--- src/rtl/pll_seq_pkg.sv ---
package pll_seq_pkg;

   localparam int unsigned REG_W = 32;

   // bit layout of the clock-control register
   localparam logic [REG_W-1:0] PD_BYP_SET  = 32'h0000_F0F0;
   localparam logic [REG_W-1:0] BYP_ALWAYS  = 32'h0000_5000;
   localparam logic [REG_W-1:0] PD_ALWAYS   = 32'h0000_0050;
   localparam int unsigned      BYP_RX_BIT  = 13;
   localparam int unsigned      BYP_TX_BIT  = 15;
   localparam int unsigned      PD_RX_BIT   = 5;
   localparam int unsigned      PD_TX_BIT   = 7;
   localparam int unsigned      MUL_LSB     = 16;
   localparam int unsigned      DUAL_RX_BIT = 24;
   localparam int unsigned      DUAL_TX_BIT = 25;

   typedef enum logic [2:0] {
      ST_IDLE,
      ST_PWRDN,
      ST_MODE,
      ST_BYPOFF,
      ST_PWRON,
      ST_WAIT
   } seq_state_t;

   typedef struct packed {
      logic tx_dual;
      logic rx_dual;
   } dual_cfg_t;

endpackage

--- src/rtl/pll_step_word.sv ---
module pll_step_word
   import pll_seq_pkg::*;
#(
   parameter int unsigned MUL_W     = 2,
   parameter int unsigned NUM_PAIRS = 4
) (
   input  seq_state_t                    step_i,
   input  logic [REG_W-1:0]              base_i,
   input  dual_cfg_t                     cfg_i,
   input  logic [NUM_PAIRS*MUL_W-1:0]    mul_i,
   output logic [REG_W-1:0]              word_o
);

   localparam int unsigned FIELD_W = NUM_PAIRS * MUL_W;
   localparam logic [REG_W-1:0] MUL_MASK =
      REG_W'(((64'd1 << FIELD_W) - 64'd1) << MUL_LSB);
   localparam logic [REG_W-1:0] DUAL_MASK =
      (REG_W'(1) << DUAL_RX_BIT) | (REG_W'(1) << DUAL_TX_BIT);

   initial begin
      if (MUL_W < 1) $error("MUL_W must be at least 1");
      if (MUL_LSB + FIELD_W > DUAL_RX_BIT)
         $error("multiplier field overlaps the dual-clock bits");
   end

   logic [REG_W-1:0] fld [NUM_PAIRS];
   logic [REG_W-1:0] mul_word;

   for (genvar g = 0; g < NUM_PAIRS; g++) begin : g_mul_place
      assign fld[g] = REG_W'(mul_i[g*MUL_W +: MUL_W]) << (MUL_LSB + g*MUL_W);
   end

   always_comb begin
      mul_word = '0;
      for (int i = 0; i < NUM_PAIRS; i++) mul_word = mul_word | fld[i];
   end

   logic [REG_W-1:0] dual_word, byp_clr, pd_clr;
   assign dual_word = (REG_W'(cfg_i.rx_dual) << DUAL_RX_BIT)
                    | (REG_W'(cfg_i.tx_dual) << DUAL_TX_BIT);
   assign byp_clr   = BYP_ALWAYS | (REG_W'(cfg_i.rx_dual) << BYP_RX_BIT)
                    | (REG_W'(cfg_i.tx_dual) << BYP_TX_BIT);
   assign pd_clr    = PD_ALWAYS | (REG_W'(cfg_i.rx_dual) << PD_RX_BIT)
                    | (REG_W'(cfg_i.tx_dual) << PD_TX_BIT);

   always_comb begin
      unique case (step_i)
         ST_PWRDN:  word_o = base_i | PD_BYP_SET;
         ST_MODE:   word_o = (base_i & ~(MUL_MASK | DUAL_MASK)) | mul_word | dual_word;
         ST_BYPOFF: word_o = base_i & ~byp_clr;
         ST_PWRON:  word_o = base_i & ~pd_clr;
         default:   word_o = base_i;
      endcase
   end

endmodule

--- src/rtl/pll_lock_timer.sv ---
module pll_lock_timer #(
   parameter int unsigned CYCLES = 20000
) (
   input  logic clk_i,
   input  logic rst_ni,
   input  logic load_i,
   output logic expired_o
);

   localparam int unsigned CW = $clog2(CYCLES + 1);

   initial begin
      if (CYCLES < 1) $error("CYCLES must be at least 1");
   end

   logic [CW-1:0] cnt_q;
   logic          run_q;

   always_ff @(posedge clk_i) begin
      if (!rst_ni) begin
         cnt_q <= '0;
         run_q <= 1'b0;
      end else if (load_i) begin
         cnt_q <= CW'(CYCLES - 1);
         run_q <= 1'b1;
      end else if (run_q) begin
         if (cnt_q == '0) run_q <= 1'b0;
         else             cnt_q <= cnt_q - 1'b1;
      end
   end

   assign expired_o = run_q && (cnt_q == '0);

   // the wait counts down one per cycle and stops at zero
   p_count_down_r8: assert property (@(posedge clk_i) disable iff (!rst_ni)
      (run_q && cnt_q != '0 && !load_i) |=> (cnt_q == $past(cnt_q) - 1'b1));
   p_stop_at_zero_r8: assert property (@(posedge clk_i) disable iff (!rst_ni)
      (expired_o && !load_i) |=> !run_q);

endmodule

--- src/rtl/pll_bringup_seq.sv ---
module pll_bringup_seq
   import pll_seq_pkg::*;
#(
   parameter int unsigned MODE_W    = 2,
   parameter int unsigned MUL_W     = 2,
   parameter int unsigned ADDR_W    = 8,
   parameter int unsigned CTRL_ADDR = 0,
   parameter int unsigned CLK_MHZ   = 200,
   parameter int unsigned LOCK_US   = 100
) (
   input  logic              clk_i,
   input  logic              rst_ni,
   input  logic              start_i,
   input  logic [MODE_W-1:0] rx_width_i,
   input  logic [MODE_W-1:0] tx_width_i,
   input  logic [MUL_W-1:0]  rx_mul_lo_i,
   input  logic [MUL_W-1:0]  rx_mul_hi_i,
   input  logic [MUL_W-1:0]  tx_mul_lo_i,
   input  logic [MUL_W-1:0]  tx_mul_hi_i,
   input  logic [31:0]       rd_data_i,
   output logic              wr_en_o,
   output logic [ADDR_W-1:0] wr_addr_o,
   output logic [31:0]       wr_data_o,
   output logic              busy_o,
   output logic              done_o
);

   localparam int unsigned NUM_PAIRS   = 4;
   localparam int unsigned LOCK_CYCLES = CLK_MHZ * LOCK_US;

   initial begin
      if (MODE_W < 1)   $error("MODE_W must be at least 1");
      if (LOCK_CYCLES < 1) $error("lock time must be at least one cycle");
      if (CTRL_ADDR >= (1 << ADDR_W)) $error("CTRL_ADDR does not fit ADDR_W");
   end

   seq_state_t                     state_q, step;
   dual_cfg_t                      cfg_q, cfg_in, cfg_sel;
   logic [NUM_PAIRS*MUL_W-1:0]     mul_q, mul_in, mul_sel;
   logic [31:0]                    base_sel, word;
   logic                           wr_en_q, busy_q, done_q, expired;
   logic [31:0]                    wr_data_q;
   logic                           idle, accept;

   // any width mode other than the single wide lane selects dual clocks
   assign cfg_in.rx_dual = |rx_width_i;
   assign cfg_in.tx_dual = |tx_width_i;
   assign mul_in         = {tx_mul_hi_i, tx_mul_lo_i, rx_mul_hi_i, rx_mul_lo_i};

   assign idle   = (state_q == ST_IDLE);
   assign accept = idle && start_i;

   always_comb begin
      unique case (state_q)
         ST_IDLE:   step = ST_PWRDN;
         ST_PWRDN:  step = ST_MODE;
         ST_MODE:   step = ST_BYPOFF;
         ST_BYPOFF: step = ST_PWRON;
         default:   step = ST_IDLE;
      endcase
   end

   assign base_sel = idle ? rd_data_i : wr_data_q;
   assign cfg_sel  = idle ? cfg_in    : cfg_q;
   assign mul_sel  = idle ? mul_in    : mul_q;

   pll_step_word #(
      .MUL_W     (MUL_W),
      .NUM_PAIRS (NUM_PAIRS)
   ) u_word (
      .step_i (step),
      .base_i (base_sel),
      .cfg_i  (cfg_sel),
      .mul_i  (mul_sel),
      .word_o (word)
   );

   pll_lock_timer #(
      .CYCLES (LOCK_CYCLES)
   ) u_timer (
      .clk_i     (clk_i),
      .rst_ni    (rst_ni),
      .load_i    (state_q == ST_BYPOFF),
      .expired_o (expired)
   );

   always_ff @(posedge clk_i) begin
      if (!rst_ni) begin
         state_q   <= ST_IDLE;
         cfg_q     <= '0;
         mul_q     <= '0;
         wr_en_q   <= 1'b0;
         wr_data_q <= '0;
         busy_q    <= 1'b0;
         done_q    <= 1'b0;
      end else begin
         wr_en_q <= 1'b0;
         done_q  <= 1'b0;
         unique case (state_q)
            ST_IDLE: begin
               if (accept) begin
                  cfg_q     <= cfg_in;
                  mul_q     <= mul_in;
                  wr_en_q   <= 1'b1;
                  wr_data_q <= word;
                  busy_q    <= 1'b1;
                  state_q   <= ST_PWRDN;
               end
            end
            ST_PWRDN, ST_MODE, ST_BYPOFF: begin
               wr_en_q   <= 1'b1;
               wr_data_q <= word;
               state_q   <= (state_q == ST_BYPOFF) ? ST_WAIT : step;
            end
            ST_WAIT: begin
               if (expired) begin
                  busy_q  <= 1'b0;
                  done_q  <= 1'b1;
                  state_q <= ST_IDLE;
               end
            end
            default: state_q <= ST_IDLE;
         endcase
      end
   end

   assign wr_en_o   = wr_en_q;
   assign wr_addr_o = ADDR_W'(CTRL_ADDR);
   assign wr_data_o = wr_data_q;
   assign busy_o    = busy_q;
   assign done_o    = done_q;

   p_write_in_busy_r7: assert property (@(posedge clk_i) disable iff (!rst_ni)
      wr_en_o |-> busy_o);
   p_first_write_r2: assert property (@(posedge clk_i) disable iff (!rst_ni)
      $rose(busy_o) |-> (wr_en_o && ((wr_data_o & PD_BYP_SET) == PD_BYP_SET)));
   p_done_pulse_r8: assert property (@(posedge clk_i) disable iff (!rst_ni)
      done_o |=> !done_o);
   p_done_not_busy_r10: assert property (@(posedge clk_i) disable iff (!rst_ni)
      done_o |-> !busy_o);
   p_busy_ends_done_r10: assert property (@(posedge clk_i) disable iff (!rst_ni)
      $fell(busy_o) |-> done_o);
   p_wait_no_write_r9: assert property (@(posedge clk_i) disable iff (!rst_ni)
      (busy_o && !wr_en_o) |=> !wr_en_o);

endmodule

--- config.mk ---
export PLATFORM = sky130hd
export DESIGN_NAME = pll_bringup_seq
export DESIGN_NICKNAME = d
export VERILOG_FILES = /design/src/rtl/pll_seq_pkg.sv /design/src/rtl/pll_step_word.sv /design/src/rtl/pll_lock_timer.sv /design/src/rtl/pll_bringup_seq.sv
export SDC_FILE = /design/constraint.sdc
export NUM_CORES = 1
export LEC_CHECK = 0
export BUFFER_PORTS_ARGS = -buffer_cell sky130_fd_sc_hd__buf_2
export CORE_ASPECT_RATIO = 0.6
export CORE_MARGIN = 2
export CORE_UTILIZATION = 50
export DETAILED_ROUTE_END_ITERATION = 16
export PLACE_DENSITY = 0.79
export SKIP_LAST_GASP = 1
export SLEW_MARGIN = 20
export SYNTH_ARGS = -nofsm -noshare
export SYNTH_HDL_FRONTEND = slang
export SYNTH_SLANG_ARGS = --single-unit
export TNS_END_PERCENT = 10
--- constraint.sdc ---
create_clock -name clk_i -period 5.6 [get_ports clk_i]
set_clock_uncertainty 0.15 [all_clocks]
set_input_delay 0.84 -clock clk_i [delete_from_list [all_inputs] [get_ports clk_i]]
set_output_delay 0.84 -clock clk_i [all_outputs]
set_load 0.1 [all_outputs]
==> flow_metrics.env <==
export IMPL_post_route_drc_count=0
export IMPL_syn2layout_area_growth_pct=19.6
export IMPL_grt_use_total=0.213
export IMPL_clock_path_buffers=2
export IMPL_hold_path_startpoint="wr_data_o[11]$_SDFFE_PN0P_"
export IMPL_grt_busiest_layer="met2"
export IMPL_placed_cells=446
export IMPL_synth_edf_count=0
export IMPL_switching_share=0.407
export IMPL_crit_required_ns=5.70
export IMPL_clk_insertion_delay_late_ns=0.33
export IMPL_chipHeight_um=61.2
export IMPL_drt_iter0_markers=149
export IMPL_holdCritPathClass="register to register"
export IMPL_max_stage_delay_ns=0.90
export IMPL_path_cells="nor3b_1 > and2_1 > nand2_1 > a21oi_1"
export IMPL_p_seq_frac=0.387
export IMPL_die_area_um2=6070
export IMPL_grt_pass1_vias=2213
export IMPL_cts_repair_resized=0
export IMPL_grt_max_degree=29
export IMPL_critPathArrivalTime_ns=2.84
export IMPL_slew_headroom=0.322
export IMPL_reg2reg_to="wr_data_o[27]$_SDFFE_PN0P_"
export IMPL_gr_usage_met1=0.291
export IMPL_core_area_um2=5150
export IMPL_ios=90
export IMPL_mostFrequentLayoutCell="buf_2"
export IMPL_hold_violations=0
export IMPL_grt_pass1_wl_mm=10.1
export IMPL_grt_use_met3=0.0817
export IMPL_min_period_ns=2.74
export IMPL_numCtsBuffers=9
export IMPL_switchingPower_w=0.000564
export IMPL_instances_no_fill=462
export IMPL_drive_gt1_frac=0.247
export IMPL_p_clk_frac=0.284
export IMPL_avgSynthCellArea_um2=8.33
export IMPL_final_cell_mix="buf_2, dfxtp_1, nand2_1"
export IMPL_worst_setup_path_start_kind="register"
export IMPL_diodes=0
export IMPL_finalSetupTns_ns=0
export IMPL_seq_area_frac_synth=0.471
export IMPL_yosys_register_bits=64
export IMPL_route_antenna_remaining_nets=0
export IMPL_hold_depth=2
export IMPL_root_buffer="clkbuf_8"
export IMPL_firstDrtPassIters=5
export IMPL_cts_sinks=64
export IMPL_cts_setup_buffers=0
export IMPL_status="complete, no violations"
export IMPL_setup_viol=0
export IMPL_path_delay_family="simple AND/OR/NAND/NOR gates"
export IMPL_cp_max_fo=28
export IMPL_grt_setup_unrepaired="no"
export IMPL_slew_viol_final=0
export IMPL_crit_slowest_cell="and2_1"
export IMPL_yosys_warnings=0
export IMPL_intPower_w=0.000821
export IMPL_rows=20
export IMPL_vias_per_cell=5.42
export IMPL_fmax_mhz=365
export IMPL_r2r_start="state_q[0]$_SDFFE_PN0P_"
export IMPL_num_vias=2502
export IMPL_cts_htree_levels=3
export IMPL_place_area_um2=3060
export IMPL_crit_path_end_kind="register"
export IMPL_powerDensity_nw_per_um2=425
export IMPL_whs_ns=0.302
export IMPL_drv_cap=0
export IMPL_dp_hpwl_mm=4.53
export IMPL_syn_area_um2=2720
export IMPL_fp_dieW_um=99.3
export IMPL_clk_pin_slew_ns=0.06
export IMPL_r2r_worst_path_cells=4
export IMPL_grt_overflow_total=0
export IMPL_vdd_ir_drop_max_mv=0.216
export IMPL_leakagePower_nw=1.42
export IMPL_numPortBuffers=73
export IMPL_tritoncts="built"
export IMPL_tightestPinTransition_ns=1.02
export IMPL_hold_buffers=0
export IMPL_min_to="wr_data_o[11]$_SDFFE_PN0P_"
export IMPL_dp_slack_ns=2.48
export IMPL_ff2ff_setup_slack_ns=2.86
export IMPL_post_route_cell_area_um2=3260
export IMPL_use_met2=0.322
export IMPL_wirelength_mm=6.34
export IMPL_worstSetupPathType="register to register"
export IMPL_synth_cells=327
export IMPL_gp_congestion=0.830
export IMPL_fin_nets=439
export IMPL_start_util=0.528
export IMPL_worst_slack_ns=2.86
export IMPL_timing_final_crit_share=0.489
export IMPL_antenna_found_initial=0
export IMPL_path_buf_inv=0
export IMPL_synthArstFlopShare=0
export IMPL_power_frac_comb=0.329
export IMPL_synth_flop_cell="dfxtp_1"
export IMPL_synth_cell_types=44
export IMPL_wl_per_cell_um=13.7
## worst reg2reg max path, delay by kind of cell (launching register included)
family / cells / cell delay (ns)
AOI/OAI and AO/OA: 1 / 0.18
DFF: 1 / 0.58
and+or+nand+nor: 3 / 1.74
## synth_stat cells, types with 3 or more instances
cell,instances,area (um2)
dfxtp_1,64,1280
nand3_1,5,25.0
nand2b_1,3,18.8
mux2i_1,8,80.1
nor3_1,8,40.0
or2_2,3,18.8
buf_2,3,15.0
buf_1,3,11.3
o21ai_0,11,55.1
nor2_1,26,97.6
nand2_1,60,225
buf_4,8,60.1
a21oi_1,46,230
nor4_1,7,43.8
o31ai_1,4,30.0
or4_1,5,37.5
clkbuf_1,13,48.8
nand3b_1,3,22.5
or3_1,5,31.3
inv_1,6,22.5
a211oi_1,9,67.6
## cell type report
cell class / count / area, um2
fill: 481 / 1900
clock buffer: 13 / 159
inverter: 6 / 22.5
tap: 66 / 82.6
multi-input combinational: 236 / 1300
sequential: 64 / 1280
clock inverter: 3 / 40.0
timing repair buffer: 74 / 373
## metrics by stage
step                      total power [W]  utilization
final                             0.00138        0.632
after global routing              0.00145        0.632
after CTS                         0.00139        0.632
after detailed placement          0.00100        0.593
after global placement           0.000991        0.593
after floorplan                  0.000928            -
## kinds of logic after synthesis
logic type,share of synthesized area
other,0.00138
multiplexers,0.0294
AND/OR/NAND/NOR,0.245
adder cells (fa/ha/maj),0.00459
flip-flops,0.471
XOR/XNOR,0.00965
buffers and inverters,0.0620
AO/OA/AOI/OAI,0.177
## worst max path at each step
stage	slack, ns	end	startpoint	depth (start not counted)
after floorplan	3.37	mul_q[2]$_SDFFE_PN0P_	start_i	6
after global placement	2.58	busy_o$_SDFFE_PN0P_	start_i	4
after detailed placement	2.48	wr_data_o[5]$_SDFFE_PN0P_	start_i	5
after CTS	2.79	wr_data_o[27]$_SDFFE_PN0P_	state_q[0]$_SDFFE_PN0P_	4
after global routing	2.58	cfg_q[0]$_SDFFE_PN0P_	state_q[0]$_SDFFE_PN0P_	4
final	2.86	wr_data_o[27]$_SDFFE_PN0P_	state_q[0]$_SDFFE_PN0P_	4
## flip-flops by register name (all words and copies together), names as in the netlist
register	cells
wr_data_o	32
u_timer.cnt_q	15
mul_q	8
state_q	3
cfg_q	2
busy_o	1
done_o	1
u_timer.run_q	1
wr_en_o	1
## metal layers
layer / vias up / share of wire
met5: - / 0
met4: 0 / 0.0069
met3: 8 / 0.091
met2: 93 / 0.42
met1: 1136 / 0.48
li1: 1265 / -
## power groups by stage
stage          Sequential (W)  Clock [W]  Combinational (W)
4_1_cts              0.000536   0.000399           0.000456
6_report             0.000537   0.000393           0.000455
3_3_place_gp         0.000543          0           0.000448
5_1_grt              0.000542   0.000424           0.000481
3_5_place_dp         0.000546          0           0.000454
2_1_floorplan        0.000752          0           0.000176
Note: power is estimated with default switching activity, not from simulation.
